==> config.mk <==
export PLATFORM = sky130hd
export DESIGN_NAME = adc_trig_select
export DESIGN_NICKNAME = d
export VERILOG_FILES = /design/src/rtl/adc_trig_pkg.sv /design/src/rtl/trig_src_mux.sv /design/src/rtl/trig_edge_det.sv /design/src/rtl/trig_start_gate.sv /design/src/rtl/adc_trig_select.sv
export SDC_FILE = /design/constraint.sdc
export NUM_CORES = 1
export LEC_CHECK = 0
export BUFFER_PORTS_ARGS = -buffer_cell sky130_fd_sc_hd__buf_4
export CAP_MARGIN = 15
export CORE_AREA = 4 4 41 43
export DETAILED_ROUTE_END_ITERATION = 7
export DIE_AREA = 0 0 45 47
export HOLD_SLACK_MARGIN = 0.03
export PLACE_DENSITY = 0.34
export SLEW_MARGIN = 20
export SYNTH_ARGS = -nofsm -noshare
export SYNTH_HDL_FRONTEND = slang
export SYNTH_HIERARCHICAL = 1
export SYNTH_SLANG_ARGS = --single-unit
==> constraint.sdc <==
create_clock -name clk -period 2.5 [get_ports clk]
set_input_delay 0.5 -clock clk [delete_from_list [all_inputs] [get_ports clk]]
set_output_delay 0.5 -clock clk [all_outputs]
set_load 0.01 [all_outputs]
==> src/rtl/adc_trig_pkg.sv <==
package adc_trig_pkg;

  localparam int SEL_W = 3;

  typedef enum logic [SEL_W-1:0] {
    TRG_FREERUN     = 3'd0,
    TRG_COMPARE     = 3'd1,
    TRG_EXTIRQ      = 3'd2,
    TRG_TIMER_MATCH = 3'd3
  } trg_src_e;

endpackage

==> src/rtl/trig_src_mux.sv <==
module trig_src_mux #(
  parameter int SEL_W   = adc_trig_pkg::SEL_W,
  parameter int NUM_EVT = 3
) (
  input  logic [SEL_W-1:0]   sel,
  input  logic [NUM_EVT-1:0] evt_flags,
  input  logic               conv_done,
  output logic               sel_sig
);
  localparam int NUM_CODES = 1 << SEL_W;

  logic [NUM_CODES-1:0] cand;

  // Candidate per code: 0 is the completion flag, 1..NUM_EVT the events,
  // remaining codes tie low.
  for (genvar k = 0; k < NUM_CODES; k++) begin : g_cand
    if (k == 0) begin : g_free
      assign cand[k] = conv_done;
    end else if (k <= NUM_EVT) begin : g_evt
      assign cand[k] = evt_flags[k-1];
    end else begin : g_none
      assign cand[k] = 1'b0;
    end
  end

  assign sel_sig = cand[sel];
endmodule

==> src/rtl/trig_edge_det.sv <==
module trig_edge_det #(
  parameter int SEL_W = adc_trig_pkg::SEL_W
) (
  input  logic             clk,
  input  logic             rst_n,
  input  logic [SEL_W-1:0] sel,
  input  logic             sel_sig,
  output logic             rise,
  output logic             to_freerun
);
  import adc_trig_pkg::*;

  logic             prev_sig_q, prev_sig_d;
  logic [SEL_W-1:0] prev_sel_q, prev_sel_d;
  logic             smp_en;

  // History is sampled every cycle so that select switches form edges.
  assign smp_en = 1'b1;

  always_comb begin
    prev_sig_d = prev_sig_q;
    prev_sel_d = prev_sel_q;
    if (smp_en) begin
      prev_sig_d = sel_sig;
      prev_sel_d = sel;
    end
  end

  always_ff @(posedge clk or negedge rst_n) begin
    if (!rst_n) begin
      prev_sig_q <= 1'b0;
      prev_sel_q <= '0;
    end else begin
      prev_sig_q <= prev_sig_d;
      prev_sel_q <= prev_sel_d;
    end
  end

  assign rise       = sel_sig & ~prev_sig_q;
  assign to_freerun = (sel == SEL_W'(TRG_FREERUN)) && (prev_sel_q != SEL_W'(TRG_FREERUN));
endmodule

==> src/rtl/trig_start_gate.sv <==
module trig_start_gate (
  input  logic clk,
  input  logic rst_n,
  input  logic rise,
  input  logic to_freerun,
  input  logic auto_en,
  input  logic conv_en,
  input  logic conv_busy,
  output logic start_o
);
  logic fire;
  logic start_q, start_d;

  always_comb begin
    fire    = rise & ~to_freerun & auto_en & conv_en & ~conv_busy;
    start_d = fire;
  end

  always_ff @(posedge clk or negedge rst_n) begin
    if (!rst_n) start_q <= 1'b0;
    else        start_q <= start_d;
  end

  assign start_o = start_q;
endmodule

==> src/rtl/adc_trig_select.sv <==
module adc_trig_select #(
  parameter int SEL_W   = adc_trig_pkg::SEL_W,
  parameter int NUM_EVT = 3
) (
  input  logic               clk,
  input  logic               rst_n,
  input  logic               auto_en,
  input  logic               conv_en,
  input  logic               conv_busy,
  input  logic [SEL_W-1:0]   src_sel,
  input  logic [NUM_EVT-1:0] evt_flags,
  input  logic               conv_done,
  output logic               start_o
);
  logic sel_sig;
  logic rise;
  logic to_freerun;

  trig_src_mux #(.SEL_W(SEL_W), .NUM_EVT(NUM_EVT)) u_mux (
    .sel       (src_sel),
    .evt_flags (evt_flags),
    .conv_done (conv_done),
    .sel_sig   (sel_sig)
  );

  trig_edge_det #(.SEL_W(SEL_W)) u_edge (
    .clk        (clk),
    .rst_n      (rst_n),
    .sel        (src_sel),
    .sel_sig    (sel_sig),
    .rise       (rise),
    .to_freerun (to_freerun)
  );

  trig_start_gate u_gate (
    .clk        (clk),
    .rst_n      (rst_n),
    .rise       (rise),
    .to_freerun (to_freerun),
    .auto_en    (auto_en),
    .conv_en    (conv_en),
    .conv_busy  (conv_busy),
    .start_o    (start_o)
  );
endmodule

==> results.py, run 1 <==
metrics = {
    "outcome": {
        "status": "finished, final reports clean",
    },
    "timing": {
        "slew_violations": 0,
        "rsz0062_at_grt": "false",
        "min_period_ns": 1.39,
        "max_slew_margin_pct": 80.9,
        "worst_pin_slew_ns": 0.284,
        "timing.final.ws_setup_ns": 1.11,
        "finalSetupViolCount": 0,
        "setup-tns-final_ns": 0,
        "max_freq_mhz": 721,
        "fin_crit_sh_pct": 55.5,
        "finalHoldViolCount": 0,
        "skew_ns": 0.00230,
    },
    "worst_setup_path": {
        "worstRegToRegCells": 3,
        "required_ns": 2.67,
        "endpoint_kind": "flip-flop",
        "rrSetupSlack_ns": 1.62,
        "crit_end": "u_gate/start_o$_DFF_PN0_",
        "r2r-end": "u_gate/start_o$_DFF_PN0_",
        "cp.arrival_ns": 1.55,
        "reg2reg_from": "u_edge/prev_sig_q$_DFF_PN0_",
        "critPathKind": "in2reg",
        "startpoint_type": "input port",
        "crit_start": "src_sel[0]",
        "worst-path-max-fanout": 3,
    },
    "place": {
        "globalplace.congestion": 0.629,
        "port_buffers": 12,
        "dp_worst_setup_slack_ns": 0.855,
    },
    "route": {
        "wl_microns": 452,
        "wl_per_cell_microns": 10.5,
        "vias": 154,
        "drt_first_pass_iters": 2,
        "drc": 0,
        "drt_iter0_markers": 1,
        "drt-vias-per-instance": 3.58,
        "drtAntennaViolNets": 0,
    },
    "synth": {
        "synth.area.top_cells": "dfrtp_1 (56%), mux4_2 (10%), nand3b_4 (9.0%)",
        "synth_nets": 24,
        "ys_ff_latch": 5,
        "yosysTopAreaCell": "dfrtp_1",
        "yosysSeqAreaShare_pct": 56.2,
        "postSynthCellCount": 12,
        "synth_top_area_share_pct": 56.2,
        "ys_warn_count": 6,
        "syn-mean-instance-area_sq_um": 18.6,
        "netlist_area_sq_um": 223,
        "yosysUniqueCellTypes": 8,
    },
    "final_layout": {
        "drive_gt1_share_pct": 75.0,
        "antennaDiodeCount": 0,
        "area_delta_synth_final_pct": 60.7,
        "fin_nets": 41,
        "regArea_sq_um": 125,
        "multi_input_area_sq_um": 97.6,
        "num-fill-cells": 150,
    },
    "pwr": {
        "ir_drop_v": 0.000230,
        "p_int_mw": 0.165,
        "leakage_nw": 0.176,
        "combPwrFrac_pct": 13.7,
        "pwr-share-seq_pct": 41.7,
        "power_density_mw_per_mm2": 582,
        "p_sw_mw": 0.0435,
        "pwr-share-clk_pct": 44.7,
        "p_sw_share_pct": 20.9,
    },
    "global_route": {
        "overflow": 0,
        "grt_max_degree": 6,
        "antenna_found_initial": 0,
        "grt_pass1_vias": 183,
        "grt_usage_pct": 5.89,
        "grt_pass1_wl_microns": 786,
    },
    "clock_tree": {
        "clock_latency_ns": 0.24,
        "cts_post_setup_buffers_inserted": 0,
        "clk_pin_slew_worst_paths_ns": 0.04,
        "hold_buffers": 0,
        "cts_root_buffer": "clkbuf_4",
        "clk_path_buf_depth": 2,
        "htreeDepth": 1,
        "cts_resized": 0,
        "cts_sinks": 5,
        "cts_tree": "built",
        "cts_buffers": 3,
    },
    "die": {
        "fp.dieW_microns": 45,
        "die_h_microns": 47,
        "core_area_sq_mm": 0.00130,
        "rows": 13,
        "die-area_sq_mm": 0.00212,
        "start_util_pct": 17.1,
        "io_pins": 13,
    },
    "min_path": {
        "hold_class": "in2async",
    },
    "job": {
        "maxCapViolations": 0,
    },
}
[per-stage QoR]
| stage | util [%] | std cells | hold WS [ns] | instance area [sq um] | power, mW |
|---|---|---|---|---|---|
| final | 27.5 | 43 | 0.0503 | 358 | 0.208 |
| after global routing | 27.5 | 43 | 0.0449 | 358 | 0.222 |
| after CTS | 27.5 | 43 | 0.0452 | 358 | 0.214 |
| after detailed placement | 25.5 | 39 | 0.306 | 332 | 0.117 |
| after global placement | 25.5 | 39 | 0.307 | 332 | 0.116 |
| after floorplan | - | 12 | 0.204 | 223 | 0.0980 |
[cell usage in the layout (no fill, tap or decap)]
cell	n
nor3_2	1
nor2b_1	1
nor3b_2	1
nand3b_4	1
dfrtp_1	5
nor4_2	1
nor2b_4	1
mux4_2	1
buf_4	12
clkbuf_4	3
clkbuf_1	1
[layout make-up]
| type | count | share of cell area [%] |
|---|---|---|
| multi-input combinational | 7 | 27.3 |
| sequential | 5 | 35.0 |
| tap | 15 | 5.24 |
| timing repair buffer | 12 | 25.2 |
| clock buffer | 4 | 7.34 |
[worst max-delay path, stage by stage]
cell	delay, ns
buf_4	0.13
mux4_2	0.33
nor2b_4	0.13
nor2b_1	0.22
nand3b_4	0.09
nor3b_2	0.16
[routing by layer]
layer / vias to the layer above / share of wire (%) / GRT usage (%)
met5: - / 0 / 0
met2: 9 / 48 / 7.34
li1: 75 / - / -
met3: 0 / 11 / 2.30
met4: 0 / 0 / 7.02
met1: 70 / 41 / 6.96
[flip-flops by register name (all words and copies together), names as in the netlist]
name               cells
u_gate/start_o         1
u_edge/prev_sig_q      1
u_edge/prev_sel_q      3
[cell families after synthesis]
| family | share of synthesized area (%) |
|---|---|
| flops | 56.2 |
| mux | 10.1 |
| simple gates | 33.7 |
[power groups by stage]
stage | Clock, mW | Combinational (mW) | Sequential, mW
3_3_place_gp | 0 | 0.0287 | 0.0878
4_1_cts | 0.0986 | 0.0289 | 0.0867
2_1_floorplan | 0 | 0.0102 | 0.0877
5_1_grt | 0.104 | 0.0311 | 0.0869
3_5_place_dp | 0 | 0.0289 | 0.0880
6_report | 0.0930 | 0.0284 | 0.0867
[how the worst min path moves through the flow]
stage	from	to	slack [ns]	cells past startpoint
4_1_cts	rst_n	u_edge/prev_sig_q$_DFF_PN0_	0.05	1
5_1_grt	rst_n	u_edge/prev_sig_q$_DFF_PN0_	0.04	1
3_3_place_gp	rst_n	u_edge/prev_sig_q$_DFF_PN0_	0.31	1
2_1_floorplan	rst_n	u_edge/prev_sel_q[0]$_DFF_PN0_	0.20	0
3_5_place_dp	rst_n	u_edge/prev_sig_q$_DFF_PN0_	0.31	1
6_report	rst_n	u_edge/prev_sig_q$_DFF_PN0_	0.05	1
[synth_stat cells]
cell type and instances:
nand3b_4 1, dfrtp_1 5, nor2b_4 1, nor3_2 1, nor4_2 1, nor2b_1 1, nor3b_2 1, mux4_2 1
No activity file was read; power rests on OpenSTA's default activity.
==> inputs of run 2 (changes only) <==
--- a/config.mk
+++ b/config.mk
@@ -11,7 +11,7 @@
 export DETAILED_ROUTE_END_ITERATION = 7
 export DIE_AREA = 0 0 45 47
 export HOLD_SLACK_MARGIN = 0.03
-export PLACE_DENSITY = 0.34
+export PLACE_DENSITY = 0.35
 export SLEW_MARGIN = 20
 export SYNTH_ARGS = -nofsm -noshare
 export SYNTH_HDL_FRONTEND = slang
==> constraint.sdc (replaced) <==
create_clock -name clk -period 1.1 [get_ports clk]
set_input_delay 0.22 -clock clk [delete_from_list [all_inputs] [get_ports clk]]
set_output_delay 0.22 -clock clk [all_outputs]
set_load 0.01 [all_outputs]
==> results.py, run 2 (same netlist as run 1, synthesis figures left out) <==
metrics = {
    "final_layout": {
        "largest_reg_flops": 3,
        "fin_nets": 44,
        "post-route-util_pct": 30.0,
        "final_common_cell": "buf_4",
        "drive_gt1_share_pct": 77.4,
        "area_delta_synth_final_pct": 75.3,
        "final_cell_mix": "buf_4 (14), dfrtp_1 (5), clkbuf_4 (3)",
        "regMostFlops": "u_edge/prev_sel_q",
        "antennaDiodeCount": 0,
    },
    "clock_tree": {
        "cts_sinks": 5,
        "clock_latency_ns": 0.23,
        "cts_root_buffer": "clkbuf_4",
        "cts_buffers": 3,
        "clk_path_buf_depth": 2,
        "htreeDepth": 1,
        "cts_tree": "built",
        "cts_resized": 0,
        "clk_pin_slew_worst_paths_ns": 0.04,
    },
    "timing": {
        "max_freq_mhz": 952,
        "timing.final.ws_setup_ns": 0.0491,
        "finalHoldViolCount": 0,
        "skew_ns": 0.00220,
        "rsz0062_at_grt": "false",
        "min_period_ns": 1.05,
        "max_slew_margin_pct": 81.3,
        "setup-tns-final_ns": 0,
        "worst_pin_slew_ns": 0.279,
        "fin_crit_sh_pct": 95.5,
        "finalSetupViolCount": 0,
        "slew_violations": 0,
    },
    "worst_setup_path": {
        "cp.arrival_ns": 1.16,
        "startpoint_type": "input port",
        "required_ns": 1.21,
        "r2r-end": "u_gate/start_o$_DFF_PN0_",
        "worstRegToRegCells": 3,
        "endpoint_kind": "flip-flop",
        "critPathKind": "in2reg",
        "worst-path-max-fanout": 2,
        "rrSetupSlack_ns": 0.26,
        "reg2reg_from": "u_edge/prev_sel_q[1]$_DFF_PN0_",
    },
    "pwr": {
        "ir_drop_v": 0.000493,
        "leakage_nw": 0.192,
        "power_density_mw_per_mm2": 1210,
    },
    "min_path": {
        "hold_class": "in2reg",
        "hold_start": "src_sel[2]",
        "hold_end": "u_edge/prev_sel_q[2]$_DFF_PN0_",
        "hold_depth": 1,
    },
    "route": {
        "drtAntennaViolNets": 0,
        "drt_iter0_markers": 1,
        "drt-vias-per-instance": 3.78,
        "drt_first_pass_iters": 2,
        "wl_microns": 454,
        "drc": 0,
        "wl_per_cell_microns": 9.87,
        "vias": 174,
    },
    "die": {
        "die-area_sq_mm": 0.00212,
        "start_util_pct": 17.1,
        "io_pins": 13,
        "core_area_sq_mm": 0.00130,
        "die_h_microns": 47,
        "fp.dieW_microns": 45,
        "rows": 13,
    },
    "global_route": {
        "use_met1_pct": 3.71,
        "met2_usage_pct": 7.91,
        "antenna_found_initial": 0,
        "grt_pass1_vias": 170,
        "grt_usage_pct": 4.93,
        "busiest_layer": "met4",
        "grt_max_degree": 6,
        "grt_pass1_wl_microns": 641,
        "overflow": 0,
        "use_met3_pct": 1.15,
    },
    "place": {
        "port_buffers": 12,
        "dp_worst_setup_slack_ns": -0.196,
        "globalplace.congestion": 0.612,
    },
    "job": {
        "maxCapViolations": 0,
    },
    "outcome": {
        "status": "finished, final reports clean",
    },
}
==> run 2: what timing repair did <==
action	in CTS	in global routing
buffers inserted	0	0
hold buffers	1	0
endpoints found under the hold margin	5	0
==> run 2: layout make-up <==
| cell class | instances | area (sq um) |
|---|---|---|
| Timing Repair Buffer | 15 | 115 |
| Tap cell | 15 | 18.8 |
| Fill cell | 141 | 911 |
| Sequential cell | 5 | 125 |
| Clock buffer | 4 | 26.3 |
| Multi-Input combinational cell | 7 | 105 |
==> run 2: per-layer routing <==
metal  vias to the layer above  part of all wire (%)  wire length (microns)
met1                        81                    35                    159
met4                         0                   5.5                     25
met2                         8                    53                    239
li1                         83                     -                      -
met3                         2                   6.6                     30
met5                         -                     0                      0
==> run 2: where the power goes <==
part / internal, mW / switching [mW] / total (mW)
Clock: 0.136 / 0.0623 / 0.199
Combinational: 0.0529 / 0.0222 / 0.0750
Sequential: 0.194 / 0.00484 / 0.199
Total: 0.383 / 0.0893 / 0.472
==> run 2: metrics by stage <==
step	hold slack, ns	cells	power [mW]	area (sq um)
after floorplan	-0.0756	12	0.227	230
after global placement	0.0250	41	0.274	354
after detailed placement	0.0245	41	0.276	354
after CTS	0.138	46	0.481	390
after global routing	0.133	46	0.493	390
final	0.142	46	0.472	390
==> run 2: critical path: stages <==
cell and delay (ns):
buf_4 0.09, mux4_2 0.48, nor2b_4 0.14, nor2b_4 0.12, nand3b_4 0.06, nor3b_2 0.04
==> run 2: how the worst max path moves through the flow <==
stage               start                        to  slack (ns)  depth (start not counted)
2_1_floorplan  src_sel[0]  u_gate/start_o$_DFF_PN0_       -0.06                          5
3_3_place_gp   src_sel[0]  u_gate/start_o$_DFF_PN0_       -0.18                          6
3_5_place_dp   src_sel[0]  u_gate/start_o$_DFF_PN0_       -0.20                          6
4_1_cts        src_sel[0]  u_gate/start_o$_DFF_PN0_        0.04                          6
5_1_grt        src_sel[0]  u_gate/start_o$_DFF_PN0_        0.02                          6
6_report       src_sel[0]  u_gate/start_o$_DFF_PN0_        0.05                          6
==> inputs of run 3 (changes only) <==
--- a/config.mk
+++ b/config.mk
@@ -12,6 +12,7 @@
 export DIE_AREA = 0 0 45 47
 export HOLD_SLACK_MARGIN = 0.03
 export PLACE_DENSITY = 0.35
+export SETUP_SLACK_MARGIN = 0.15
 export SLEW_MARGIN = 20
 export SYNTH_ARGS = -nofsm -noshare
 export SYNTH_HDL_FRONTEND = slang
==> results.py, run 3 (same netlist as run 1, synthesis figures left out) <==
metrics = {
    "final_layout": {
        "final_cell_mix": "buf_4 (12), dfrtp_1 (5), clkbuf_4 (3)",
        "regMostFlops": "u_edge/prev_sel_q",
        "area_delta_synth_final_pct": 85.4,
        "antennaDiodeCount": 0,
        "drive_gt1_share_pct": 78.1,
        "fin_nets": 45,
        "largest_reg_flops": 3,
        "stdcell_count": 47,
        "final_common_cell": "buf_4",
    },
    "die": {
        "die-area_sq_mm": 0.00212,
        "start_util_pct": 17.1,
        "core_area_sq_mm": 0.00130,
        "rows": 13,
        "io_pins": 13,
        "die_h_microns": 47,
        "fp.dieW_microns": 45,
    },
    "worst_setup_path": {
        "crit_chain": "buf_8 > mux4_2 > nor2b_4 > nor2b_4 > nand3b_4 > nor3b_2",
        "slowest_delay_ns": 0.48,
        "cp.arrival_ns": 1.13,
        "required_ns": 1.21,
        "worst-path-max-fanout": 2,
        "startpoint_type": "input port",
        "reg2reg_from": "u_edge/prev_sel_q[1]$_DFF_PN0_",
        "critPathKind": "in2reg",
        "worstRegToRegCells": 3,
        "rrSetupSlack_ns": 0.26,
        "endpoint_kind": "flip-flop",
        "path_common_cell": "nor2b_4",
        "r2r-end": "u_gate/start_o$_DFF_PN0_",
        "crit_slowest_cell": "mux4_2",
    },
    "place": {
        "port_buffers": 12,
        "dp_cells": 41,
        "globalplace.congestion": 0.612,
    },
    "route": {
        "drt-vias-per-instance": 3.79,
        "vias": 178,
        "wl_microns": 452,
        "drtAntennaViolNets": 0,
        "drt_iter0_markers": 1,
        "wl_per_cell_microns": 9.62,
        "drc": 0,
        "drt_first_pass_iters": 2,
    },
    "timing": {
        "max_freq_mhz": 975,
        "finalHoldViolCount": 0,
        "slew_violations": 0,
        "finalSetupViolCount": 0,
        "worst_pin_slew_ns": 0.279,
        "fin_crit_sh_pct": 93.2,
        "min_period_ns": 1.03,
        "skew_ns": 0.00220,
        "rsz0062_at_grt": "true",
        "final.hold.worst_slack_ns": 0.142,
        "max_slew_margin_pct": 81.3,
    },
    "min_path": {
        "hold_depth": 1,
        "hold_start": "src_sel[2]",
        "hold_end": "u_edge/prev_sel_q[2]$_DFF_PN0_",
        "hold_class": "in2reg",
    },
    "clock_tree": {
        "cts_buffers": 3,
        "clk_path_buf_depth": 2,
        "clk_pin_slew_worst_paths_ns": 0.04,
        "cts_sinks": 5,
        "cts_root_buffer": "clkbuf_4",
        "cts_tree": "built",
        "htreeDepth": 1,
        "clock_latency_ns": 0.23,
    },
    "global_route": {
        "grt_pass1_wl_microns": 634,
        "antenna_found_initial": 0,
        "overflow": 0,
        "grt_usage_pct": 4.93,
        "grt_pass1_vias": 170,
        "grt_max_degree": 6,
    },
    "outcome": {
        "status": "finished, final reports clean",
    },
    "pwr": {
        "leakage_nw": 0.202,
        "power_density_mw_per_mm2": 1160,
        "ir_drop_v": 0.000493,
    },
    "job": {
        "maxCapViolations": 0,
    },
}
## run 3: how the worst max path moves through the flow
stage / start / endpoint / slack, ns / cells after the start
floorplan: src_sel[0] / u_gate/start_o$_DFF_PN0_ / -0.06 / 5
global route: src_sel[0] / u_gate/start_o$_DFF_PN0_ / 0.05 / 6
finish: src_sel[0] / u_gate/start_o$_DFF_PN0_ / 0.07 / 6
global placement: src_sel[0] / u_gate/start_o$_DFF_PN0_ / -0.18 / 6
detailed placement: src_sel[0] / u_gate/start_o$_DFF_PN0_ / -0.20 / 6
CTS: src_sel[0] / u_gate/start_o$_DFF_PN0_ / 0.06 / 6
## run 3: metrics by stage
step                util (%)  area (sq um)  setup slack, ns  power [mW]  TNS [ns]
finish                  31.7           413           0.0744       0.479         0
global route            31.7           413           0.0520       0.500         0
CTS                     31.2           405           0.0595       0.486         0
detailed placement      27.2           354           -0.196       0.276    -0.196
global placement        27.2           354           -0.181       0.274    -0.181
floorplan                  -           230          -0.0580       0.227   -0.0580
## run 3: repair_timing
item	CTS	global route
pin swaps	2	2
cloned	0	0
resized for setup	2	2
setup buffers	1	0
hold buffers	1	0
endpoints found under the setup margin	1	2
endpoints found under the hold margin	5	0
## run 3: worst max-delay path, delay by kind of cell
family | cells | cell delay, ns
buf+inv | 1 | 0.07
mux | 1 | 0.48
simple gates | 4 | 0.36
## run 3: area by class of cell
type                    count  area, sq um
clock buffers               4         26.3
fillers                   139          888
multi-input cells           7          105
flip-flops and latches      5          125
well taps                  15         18.8
repair buffers             16          138
## run 3: report_power, final
part           switching (mW)  internal (mW)  total [mW]
sequential            0.00495          0.194       0.199
clock                  0.0623          0.136       0.199
combinational          0.0226         0.0591      0.0817
total                  0.0899          0.389       0.479
## run 3: per-layer routing
layer | up-vias | global-route usage, % | routed length [microns]
met5 | - | 0 | 0
met3 | 2 | 1.15 | 35
met4 | 0 | 8.77 | 25
met1 | 83 | 3.48 | 149
li1 | 85 | - | -
met2 | 8 | 8.19 | 241
